### src/rtl/mdio_pkg.sv
package mdio_pkg;
  // command word field positions (software-visible layout)
  localparam int CMD_BUSY_BIT  = 0;
  localparam int CMD_WRITE_BIT = 1;
  localparam int CMD_REG_LSB   = 6;
  localparam int CMD_PHY_LSB   = 11;
  localparam int FIELD_W       = 5;
  localparam int MD_DATA_W     = 16;

  typedef struct packed {
    logic [FIELD_W-1:0] phy;
    logic [FIELD_W-1:0] regi;
    logic               wr;
  } mdio_cmd_t;
endpackage

### src/rtl/mdio_clkdiv.sv
module mdio_clkdiv #(
  parameter int CLK_DIV = 4
) (
  input  logic clk,
  input  logic rst,
  input  logic en,
  output logic mdc,
  output logic rise_tick,
  output logic fall_tick
);
  localparam int CNT_W = (CLK_DIV > 1) ? $clog2(CLK_DIV) : 1;

  logic [CNT_W-1:0] cnt;
  logic             tick;

  assign tick      = en && (cnt == CNT_W'(CLK_DIV - 1));
  assign rise_tick = tick && !mdc;
  assign fall_tick = tick && mdc;

  always_ff @(posedge clk) begin
    if (rst || !en) begin
      cnt <= '0;
      mdc <= 1'b0;
    end else if (tick) begin
      cnt <= '0;
      mdc <= ~mdc;
    end else begin
      cnt <= cnt + CNT_W'(1);
    end
  end
endmodule

### src/rtl/mdio_frame.sv
module mdio_frame
  import mdio_pkg::*;
#(
  parameter int PRE_LEN = 32
) (
  input  logic                 clk,
  input  logic                 rst,
  input  logic                 start,
  input  mdio_cmd_t            cmd,
  input  logic [MD_DATA_W-1:0] wr_data,
  input  logic                 rise_tick,
  input  logic                 fall_tick,
  input  logic                 mdio_i,
  output logic                 running,
  output logic                 done,
  output logic [MD_DATA_W-1:0] rd_data,
  output logic                 mdio_o,
  output logic                 mdio_oe
);
  localparam int FRAME_LEN = PRE_LEN + 32;
  localparam int IDX_W     = $clog2(FRAME_LEN);
  localparam int TA_IDX    = PRE_LEN + 14;
  localparam int DATA_IDX  = PRE_LEN + 16;

  logic [FRAME_LEN-1:0] shreg;
  logic [FRAME_LEN-1:0] load_vec;
  logic [IDX_W-1:0]     idx;
  logic [IDX_W-1:0]     nidx;
  logic                 is_wr;

  assign load_vec = {{PRE_LEN{1'b1}}, 2'b01,
                     cmd.wr ? 2'b01 : 2'b10,
                     cmd.phy, cmd.regi,
                     cmd.wr ? 2'b10 : 2'b11,
                     cmd.wr ? wr_data : {MD_DATA_W{1'b1}}};
  assign nidx = idx + IDX_W'(1);

  always_ff @(posedge clk) begin
    if (rst) begin
      running <= 1'b0;
      done    <= 1'b0;
      idx     <= '0;
      shreg   <= '0;
      is_wr   <= 1'b0;
      rd_data <= '0;
      mdio_o  <= 1'b0;
      mdio_oe <= 1'b0;
    end else begin
      done <= 1'b0;
      if (start && !running) begin
        running <= 1'b1;
        idx     <= '0;
        shreg   <= load_vec;
        is_wr   <= cmd.wr;
        mdio_o  <= load_vec[FRAME_LEN-1];
        mdio_oe <= 1'b1;
      end else if (running) begin
        if (rise_tick && !is_wr && idx >= IDX_W'(DATA_IDX))
          rd_data <= {rd_data[MD_DATA_W-2:0], mdio_i};
        if (fall_tick) begin
          if (idx == IDX_W'(FRAME_LEN - 1)) begin
            running <= 1'b0;
            done    <= 1'b1;
            mdio_o  <= 1'b0;
            mdio_oe <= 1'b0;
          end else begin
            idx     <= nidx;
            shreg   <= shreg << 1;
            mdio_o  <= shreg[FRAME_LEN-2];
            mdio_oe <= is_wr || (nidx < IDX_W'(TA_IDX));
          end
        end
      end
    end
  end

  // a write frame keeps MDIO driven throughout
  p_write_driven_r5: assert property (@(posedge clk) disable iff (rst)
    running && is_wr |-> mdio_oe);
  // a read frame has MDIO released from the turnaround onwards
  p_read_release_r6: assert property (@(posedge clk) disable iff (rst)
    running && !is_wr && idx >= IDX_W'(TA_IDX) |-> !mdio_oe);
endmodule

### src/rtl/mdio_regs.sv
module mdio_regs
  import mdio_pkg::*;
(
  input  logic                 clk,
  input  logic                 rst,
  input  logic                 acc_wr,
  input  logic                 data_wr,
  input  logic [31:0]          wdata,
  input  logic                 done,
  input  logic [MD_DATA_W-1:0] rd_data,
  output logic                 start,
  output mdio_cmd_t            start_cmd,
  output logic [MD_DATA_W-1:0] data_q,
  output logic                 busy,
  output logic [15:0]          acc_rdata
);
  mdio_cmd_t cmd_q;
  logic      unused_wbits;

  assign unused_wbits = ^{wdata[31:16], wdata[CMD_REG_LSB-1:CMD_WRITE_BIT+1]};

  assign start_cmd.wr   = wdata[CMD_WRITE_BIT];
  assign start_cmd.regi = wdata[CMD_REG_LSB +: FIELD_W];
  assign start_cmd.phy  = wdata[CMD_PHY_LSB +: FIELD_W];
  assign start          = acc_wr && !busy && wdata[CMD_BUSY_BIT];

  always_comb begin
    acc_rdata = '0;
    acc_rdata[CMD_BUSY_BIT]               = busy;
    acc_rdata[CMD_WRITE_BIT]              = cmd_q.wr;
    acc_rdata[CMD_REG_LSB +: FIELD_W]     = cmd_q.regi;
    acc_rdata[CMD_PHY_LSB +: FIELD_W]     = cmd_q.phy;
  end

  always_ff @(posedge clk) begin
    if (rst) begin
      busy   <= 1'b0;
      cmd_q  <= '0;
      data_q <= '0;
    end else if (done) begin
      busy <= 1'b0;
      if (!cmd_q.wr) data_q <= rd_data;
    end else if (!busy) begin
      if (acc_wr) begin
        cmd_q <= start_cmd;
        busy  <= wdata[CMD_BUSY_BIT];
      end
      if (data_wr) data_q <= wdata[MD_DATA_W-1:0];
    end
  end

  // completion releases busy on the next edge
  p_done_clears_busy_r7: assert property (@(posedge clk) disable iff (rst)
    done |=> !busy);
  // fields and data stay frozen while a transaction runs
  p_frozen_while_busy_r8: assert property (@(posedge clk) disable iff (rst)
    busy && !done |=> $stable(cmd_q) && $stable(data_q));
endmodule

### src/rtl/mdio_mgmt_engine.sv
module mdio_mgmt_engine
  import mdio_pkg::*;
#(
  parameter int CLK_DIV = 4,
  parameter int PRE_LEN = 32
) (
  input  logic        clk,
  input  logic        rst,
  input  logic        acc_wr,
  input  logic        data_wr,
  input  logic [31:0] wdata,
  output logic [15:0] acc_rdata,
  output logic [15:0] data_rdata,
  output logic        mdc,
  output logic        mdio_o,
  output logic        mdio_oe,
  input  logic        mdio_i
);
  logic                 start;
  mdio_cmd_t            start_cmd;
  logic [MD_DATA_W-1:0] data_q;
  logic [MD_DATA_W-1:0] rd_data;
  logic                 busy;
  logic                 running;
  logic                 done;
  logic                 rise_tick;
  logic                 fall_tick;

  mdio_regs u_regs (
    .clk       (clk),
    .rst       (rst),
    .acc_wr    (acc_wr),
    .data_wr   (data_wr),
    .wdata     (wdata),
    .done      (done),
    .rd_data   (rd_data),
    .start     (start),
    .start_cmd (start_cmd),
    .data_q    (data_q),
    .busy      (busy),
    .acc_rdata (acc_rdata)
  );

  mdio_clkdiv #(.CLK_DIV(CLK_DIV)) u_clkdiv (
    .clk       (clk),
    .rst       (rst),
    .en        (running),
    .mdc       (mdc),
    .rise_tick (rise_tick),
    .fall_tick (fall_tick)
  );

  mdio_frame #(.PRE_LEN(PRE_LEN)) u_frame (
    .clk       (clk),
    .rst       (rst),
    .start     (start),
    .cmd       (start_cmd),
    .wr_data   (data_q),
    .rise_tick (rise_tick),
    .fall_tick (fall_tick),
    .mdio_i    (mdio_i),
    .running   (running),
    .done      (done),
    .rd_data   (rd_data),
    .mdio_o    (mdio_o),
    .mdio_oe   (mdio_oe)
  );

  assign data_rdata = data_q;

  // the management clock is quiet whenever the engine is not busy
  p_mdc_idle_r9: assert property (@(posedge clk) disable iff (rst)
    !busy |-> !mdc);
endmodule

### config.mk
export PLATFORM = sky130hd
export DESIGN_NAME = mdio_mgmt_engine
export DESIGN_NICKNAME = d
export VERILOG_FILES = /design/src/rtl/mdio_pkg.sv /design/src/rtl/mdio_clkdiv.sv /design/src/rtl/mdio_frame.sv /design/src/rtl/mdio_regs.sv /design/src/rtl/mdio_mgmt_engine.sv
export SDC_FILE = /design/constraint.sdc
export NUM_CORES = 1
export LEC_CHECK = 0
export BUFFER_PORTS_ARGS = -buffer_cell sky130_fd_sc_hd__buf_4
export CORE_UTILIZATION = 56
export CTS_BUF_LIST = sky130_fd_sc_hd__clkbuf_4 sky130_fd_sc_hd__clkbuf_8 sky130_fd_sc_hd__clkbuf_16
export DETAILED_ROUTE_END_ITERATION = 16
export GPL_TIMING_DRIVEN = 0
export PLACE_DENSITY = 0.78
export SETUP_SLACK_MARGIN = 0.5
export SLEW_MARGIN = 25
export SYNTH_ARGS = -nofsm -noshare
export SYNTH_HDL_FRONTEND = slang
export SYNTH_SLANG_ARGS = --single-unit
export TNS_END_PERCENT = 5
### constraint.sdc
create_clock -name clk -period 2.25 [get_ports clk]
set_input_delay 0.45 -clock clk [delete_from_list [all_inputs] [get_ports clk]]
set_output_delay 0.45 -clock clk [all_outputs]
set_load 0.01 [all_outputs]
-- Yosys cells after proc, flatten, opt, wreduce, memory -nomap -nowiden
Cells that the tools add are included.
W data, S select, Z words.
- register bits after elaboration: 121
- output and inout port bits: 35
- $add $sub $neg: 2
- $lt $le $gt $ge: 2
- equal/unequal tests: 5
- multiplexer cells: 26
- bitwise operators: 7
- reduce and logical (&&, ||, !) cells: 27
- operators by type and width (kind ; number):
    $mux W63 ; 4
    $mux W16 ; 5
    $mux W1 ; 16
    $reduce_and A3 Y1 ; 5
    $logic_and A1 B1 Y1 ; 8
    $not A1 Y1 ; 7
    $add A6 B1 Y6 const B ; 1
    $eq A6 B6 Y1 const B ; 1
    $ge A6 B6 Y1 const B ; 1
    $lt A6 B6 Y1 const B ; 1
    $reduce_bool A2 Y1 ; 3
    $reduce_or A2 Y1 ; 3
    $logic_not A1 Y1 ; 4
    $ne A2 B1 Y1 const B ; 2
    $reduce_or A4 Y1 ; 1
    $add A2 B1 Y2 const B ; 1
    $eq A2 B2 Y1 const B ; 1
    $logic_or A1 B1 Y1 ; 2
    $mux W2 ; 1
    $ne A2 B2 Y1 const B ; 1
    $reduce_and A2 Y1 ; 1

-- Depth between registers and ports, before layout
- word-level depth: 7
- gate-level depth with buffers: 7

-- Modules after synthesis
From an unflattened synthesis, not the netlist that was laid out.
- cell total of the unflattened synthesis: 566
- area, all modules: 5058.6 sq um
- modules (own cells, without submodules) (module ; times used ; cells an instance ; area an instance (sq um) ; seq. area each (sq um)):
    mdio_frame ; 1 ; 419 ; 3587.2 ; 1801.7
    mdio_regs ; 1 ; 135 ; 1353.8 ; 560.5
    mdio_clkdiv ; 1 ; 12 ; 117.6 ; 60.1

-- Worst setup path after synthesis
OpenSTA, ideal clock, no wires.
- kind: register to register
- start: register u_clkdiv.cnt[0]
- end: register u_frame.rd_data[10]
- setup time: 0.139 ns
- arrival time: 1.513 ns
- required time: 2.111 ns
- slack: 0.598 ns
- cell stages (with the launch flop): 8
- path buffers: 2
- clock period less this slack: 1.652 ns
- cell sequence: dfxtp_1 ha_1 nand2_2 or4_1 buf_2 buf_6 nand2_2 a21oi_2
- cells in the longest elaborated chain, start to end: 6
- ends and longest elaborated chain (item ; RTL line ; RTL):
    start: declaration ; mdio_clkdiv.sv:13 ; logic [CNT_W-1:0] cnt;
    start signal: assignment ; mdio_clkdiv.sv:28 ; cnt <= cnt + CNT_W'(1);
    $eq A2 B2 Y1 ; mdio_clkdiv.sv:16 ; assign tick = en && (cnt == CNT_W'(CLK_DIV - 1));
    $logic_and A1 B1 Y1 ; mdio_clkdiv.sv:16 ;
    $logic_and A1 B1 Y1 ; mdio_clkdiv.sv:17 ; assign rise_tick = tick && !mdc;
    $logic_and A1 B1 Y1 (2 in series) ; mdio_frame.sv:58 ; if (rise_tick && !is_wr && idx >= IDX_W'(DATA_IDX))
    $reduce_and A3 Y1 (no source line) ; - ;
    end signal: assignment ; mdio_frame.sv:59 ; rd_data <= {rd_data[MD_DATA_W-2:0], mdio_i};
    end: declaration ; mdio_frame.sv:16 ; output logic [MD_DATA_W-1:0] rd_data,
Every way passes these cells.
A chain may end at the register's enable or synchronous reset.

-- Worst setup path after layout
- start: register u_frame.idx[4]
- end: register u_frame.rd_data[11]
- cells in the longest elaborated chain, start to end: 3
- ends and longest elaborated chain (item ; RTL line ; RTL):
    start: declaration ; mdio_frame.sv:27 ; logic [IDX_W-1:0] idx;
    start signal: assignment ; mdio_frame.sv:67 ; idx <= nidx;
    $ge A6 B6 Y1 ; mdio_frame.sv:58 ;
    $logic_and A1 B1 Y1 ; mdio_frame.sv:58 ;
    $reduce_and A3 Y1 (no source line) ; - ;
Every way passes these cells.

==> results <==
- The number of global-route vias before repair is between 4k and 5k.
- The TritonCTS clock tree is yes.
- The area enclosed by the die boundary is ~0.0092 mm^2.
- At the end of routability-driven placement, the weighted congestion stood at 0.848.
- Counting every instance in the synthesized netlist gives 565.
- The slowest stage cell on the critical path is dfxtp_1.
- The final period utilization is between 70% and 80%.
- The ratio of cells with drive above 1 in the final layout is 25.4%.
- Dividing the detail-routed wire length by the instance count gives between 15 and 20 um.
- From bottom edge to top edge, the die measures around 96 um.
- The final wirelength is approximately 13,000 um.
- The delay of the slowest cell on the worst path is 0.51 ns.
- Data on the critical path arrives at its endpoint at approximately 2.1 ns.
- The clock reaches the later pin of the worst-skew pair after 0.52 ns.
- The core region is roughly 0.0084 mm^2.
- The post-synthesis instance area is 0.00494 mm^2.
- The worst path required time is approximately 2.6 ns.
- The number of hold violations in the final report is 0.
- The first-pass detailed-route iteration total is 6.
- The clock passes through at most 2 buffers.
- Registers are responsible for a little over two fifths of the overall power.
- The clock network is responsible for about 49% of the overall power.
- The run finished with clean final reports.
- The min-delay analysis places its worst path in the category input port to register.
- The setup clock skew after layout is 0.00472 ns.
- The diode insertion count for antenna repair is 0.
- The share of the yosys chip area belonging to registers is 49.0%.
- The post-synthesis average cell area is a little under 9 um^2.
- The count of input and output buffers is 50.
- Power spread over the standard cell area amounts to 877 mW/mm^2.
- The most repeated library cell on the critical path is nand2_2.
- The overall fraction of global-route tracks in use is between 20% and 30%.
- The upper clock frequency limit is between 500 and 600 MHz.
- The net switching power is 1.26 mW.
- For the pin with the worst max-slew slack, the measured transition is approximately 0.6 ns.
- The count of final max-slew check failures is 0.
- Setup violations remaining at the end of the flow were counted as 0.
- In this run the horizontal extent of the chip is between 90 and 100 um.
- The startpoint class of the critical path is a register.
- In this run the worst path has a maximum fanout of 10.
- The final critical path time including I/O delays and setup is roughly 1.7 ns.
- The number of DRC violations after detailed-routing iteration 0 is a little under 200.
- Measured against its own limit, the worst slew margin works out to between 50 and 60%.
- The design internal power is 4.14 mW.
- between 70 and 80 I/O pins were placed.
- The synthesized design contains about 120 register bits.
- Final hold analysis gives a worst-case slack of approximately 0.2 ns.
- Adding up every negative setup slack in the final design gives 0 ns.
- The number of cell rows is 33.
- The critical path goes through nand2_2 -> or4_4 -> buf_4 -> buf_6 -> nand2_2 -> a21oi_2.
- The setup path with the least slack is of type register to register.
- The H-tree generated during clock tree synthesis spans 4 levels.
- The dominant register cell in the synthesized netlist is dfxtp_1.
- IR analysis of the VDD net gives a maximum drop of roughly 0.62 mV.
- Once detailed placement completed, the half-perimeter wirelength came to approximately 8600 um.
- The number of different library cells used by synthesis comes to 46.
- The total overflow left after global routing is 0.
- The switching share of total power is about a quarter.
- Counting every sink on the clock net gives around 120.
- The kind of cell with the highest combined delay on the critical path is simple AND/OR/NAND/NOR gates.
- For this run, the number of Yosys warnings is 0.
- The number of antenna violations at the first check in global routing is 0.
- The count of nets left with antenna violations once routing finished came out at 0.
- The via count is about 4.4k.
- The initial core utilization is between 50% and 60%.
- The nature of the critical path endpoint is a register.
- Entering global routing, the biggest net connects 17 pins.
- Setup repair after global routing could not meet its margin everywhere.
- The cell at the root of the clock tree is clkbuf_8.
- The filler cells instantiated in the layout total approximately 610.
- The mean number of vias per cell is just under 6.
- The count of max-cap constraint violations is 0.
- In this run, synthesis inferred 0 flip-flops with an integrated enable.
- Combinational cells account for ~8% of the total power.
- The DRC violations left is 0.
- The static leakage is 2.39 nW.
- The critical path contains buffers and inverters numbering 2 combined.
- Clock-pin slew was measured on the worst setup and hold paths at roughly 0.060 ns.
- The CTS buffer count is 17.
- The first-pass GRT wire length is between 15,000 and 20,000 um.
- For this run, asynchronously set or reset flops after synthesis account for 0%.
- The growth of design area from synthesis to finish is 24.6%.
- In the final design database the tool counted about 700 nets.
## cells in the mapped netlist, types with 2 or more instances
master | instances | area share [%]
nand2_1 | 45 | 3.4
a21oi_2 | 10 | 1.8
buf_1 | 3 | 0.23
nor3_1 | 69 | 7.0
or3_1 | 2 | 0.25
a21oi_1 | 32 | 3.2
a22oi_1 | 10 | 1.5
clkbuf_1 | 17 | 1.3
a31oi_1 | 16 | 2.0
xnor2_1 | 2 | 0.35
dfxtp_1 | 121 | 49
a211oi_1 | 20 | 3.0
nand2_2 | 12 | 1.5
buf_4 | 15 | 2.3
nor2_1 | 64 | 4.9
inv_1 | 3 | 0.23
buf_6 | 2 | 0.46
ha_1 | 2 | 0.51
nand2b_1 | 2 | 0.25
nand3_1 | 30 | 3.0
buf_2 | 18 | 1.8
o21ai_0 | 20 | 2.0
mux2i_1 | 27 | 5.5
## final cells by class
class,count,area (um^2),share of cell area (%)
Clock inverter,8,95.1,1.55
Clock buffer,23,478,7.77
Tap cell,105,131,2.13
Buffer,56,330,5.37
Sequential cell,121,2430,39.4
Timing Repair Buffer,54,405,6.59
Multi-Input combinational cell,388,2280,37.0
Inverter,3,11.3,0.183
## cells by family after synthesis
logic type | share of synthesized area, %
AND/OR/NAND/NOR | 22.8
flip-flops | 49.0
AO/OA/AOI/OAI | 15.3
buffers and inverters | 6.41
multiplexers | 5.47
adder cells (fa/ha/maj) | 0.507
XOR/XNOR | 0.355
other | 0.0759
## registers in the layout, summed over array words and instances (netlist names), 2 cells and up
| register | flops |
|---|---|
| u_clkdiv.cnt | 2 |
| u_frame.idx | 6 |
| u_frame.rd_data | 16 |
| u_frame.shreg | 63 |
| u_regs.acc_rdata | 11 |
| u_regs.data_q | 16 |
## final timing paths
| path | startpoint | to | slack (ns) | cells after the start |
|---|---|---|---|---|
| worst min-delay path | mdio_i | u_frame.rd_data[0] | 0.20 | 3 |
| worst max register to register | u_frame.idx[4] | u_frame.rd_data[11] | 0.51 | 6 |
| worst min register to register | u_clkdiv.cnt[0] | u_clkdiv.cnt[0] | 0.43 | 1 |
| worst max-delay path | u_frame.idx[4] | u_frame.rd_data[11] | 0.51 | 6 |
## layout by cell type, fill, tap and decap left out, types with 7 or more instances in the layout
| master | synthesis | final |
|---|---|---|
| a21oi_1 | 32 | 31 |
| a31oi_1 | 16 | 16 |
| nand2_2 | 12 | 12 |
| mux2i_1 | 27 | 27 |
| dfxtp_1 | 121 | 117 |
| nand3_1 | 30 | 30 |
| nand2_1 | 45 | 45 |
| clkbuf_1 | 17 | 14 |
| clkbuf_16 | 0 | 16 |
| o21ai_0 | 20 | 20 |
| buf_4 | 15 | 65 |
| buf_2 | 18 | 17 |
| a22oi_1 | 10 | 10 |
| nor3_1 | 69 | 67 |
| nor2_1 | 64 | 62 |
| buf_6 | 2 | 7 |
| a211oi_1 | 20 | 20 |
| a21oi_2 | 10 | 11 |
## layer usage
| layer | global-route usage (%) | vias up | wire length (um) |
|---|---|---|---|
| li1 | - | 2139 | - |
| met1 | 36.2 | 2116 | 5570 |
| met2 | 47.3 | 154 | 6050 |
| met3 | 7.35 | 26 | 719 |
| met4 | 10.9 | 0 | 325 |
| met5 | 0 | - | 0 |
## what timing repair did
item                                    4_1_cts  5_1_grt
hold buffers                                  0        0
buffers inserted                              0        4
endpoints found under the setup margin       68       78
resized for setup                             8       22
pin swaps                                     0        2
## power groups by stage
stage | sequential (mW) | combinational (mW) | clock [mW]
2_1_floorplan | 2.37 | 0.249 | 0
5_1_grt | 2.35 | 0.482 | 2.72
4_1_cts | 2.33 | 0.433 | 2.64
6_report | 2.34 | 0.437 | 2.62
3_5_place_dp | 2.38 | 0.427 | 0
3_3_place_gp | 2.37 | 0.413 | 0
## worst register-to-register path: stages, from the launching register on
cell,delay (ns)
dfxtp_1,0.51
nand2_2,0.15
or4_4,0.47
buf_4,0.19
buf_6,0.15
nand2_2,0.08
a21oi_2,0.06
## through the flow
step / area (um^2) / util, % / instances / worst slack (ns) / power (mW)
3_3_place_gp: 5460 / 65.1 / 723 / 0.354 / 2.78
5_1_grt: 6150 / 73.4 / 758 / 0.451 / 5.55
4_1_cts: 6060 / 72.3 / 754 / 0.493 / 5.41
6_report: 6150 / 73.4 / 758 / 0.506 / 5.40
2_1_floorplan: 4950 / - / 568 / 0.598 / 2.62
3_5_place_dp: 5460 / 65.1 / 723 / 0.291 / 2.80
Note: power is estimated with default switching activity, not from simulation.
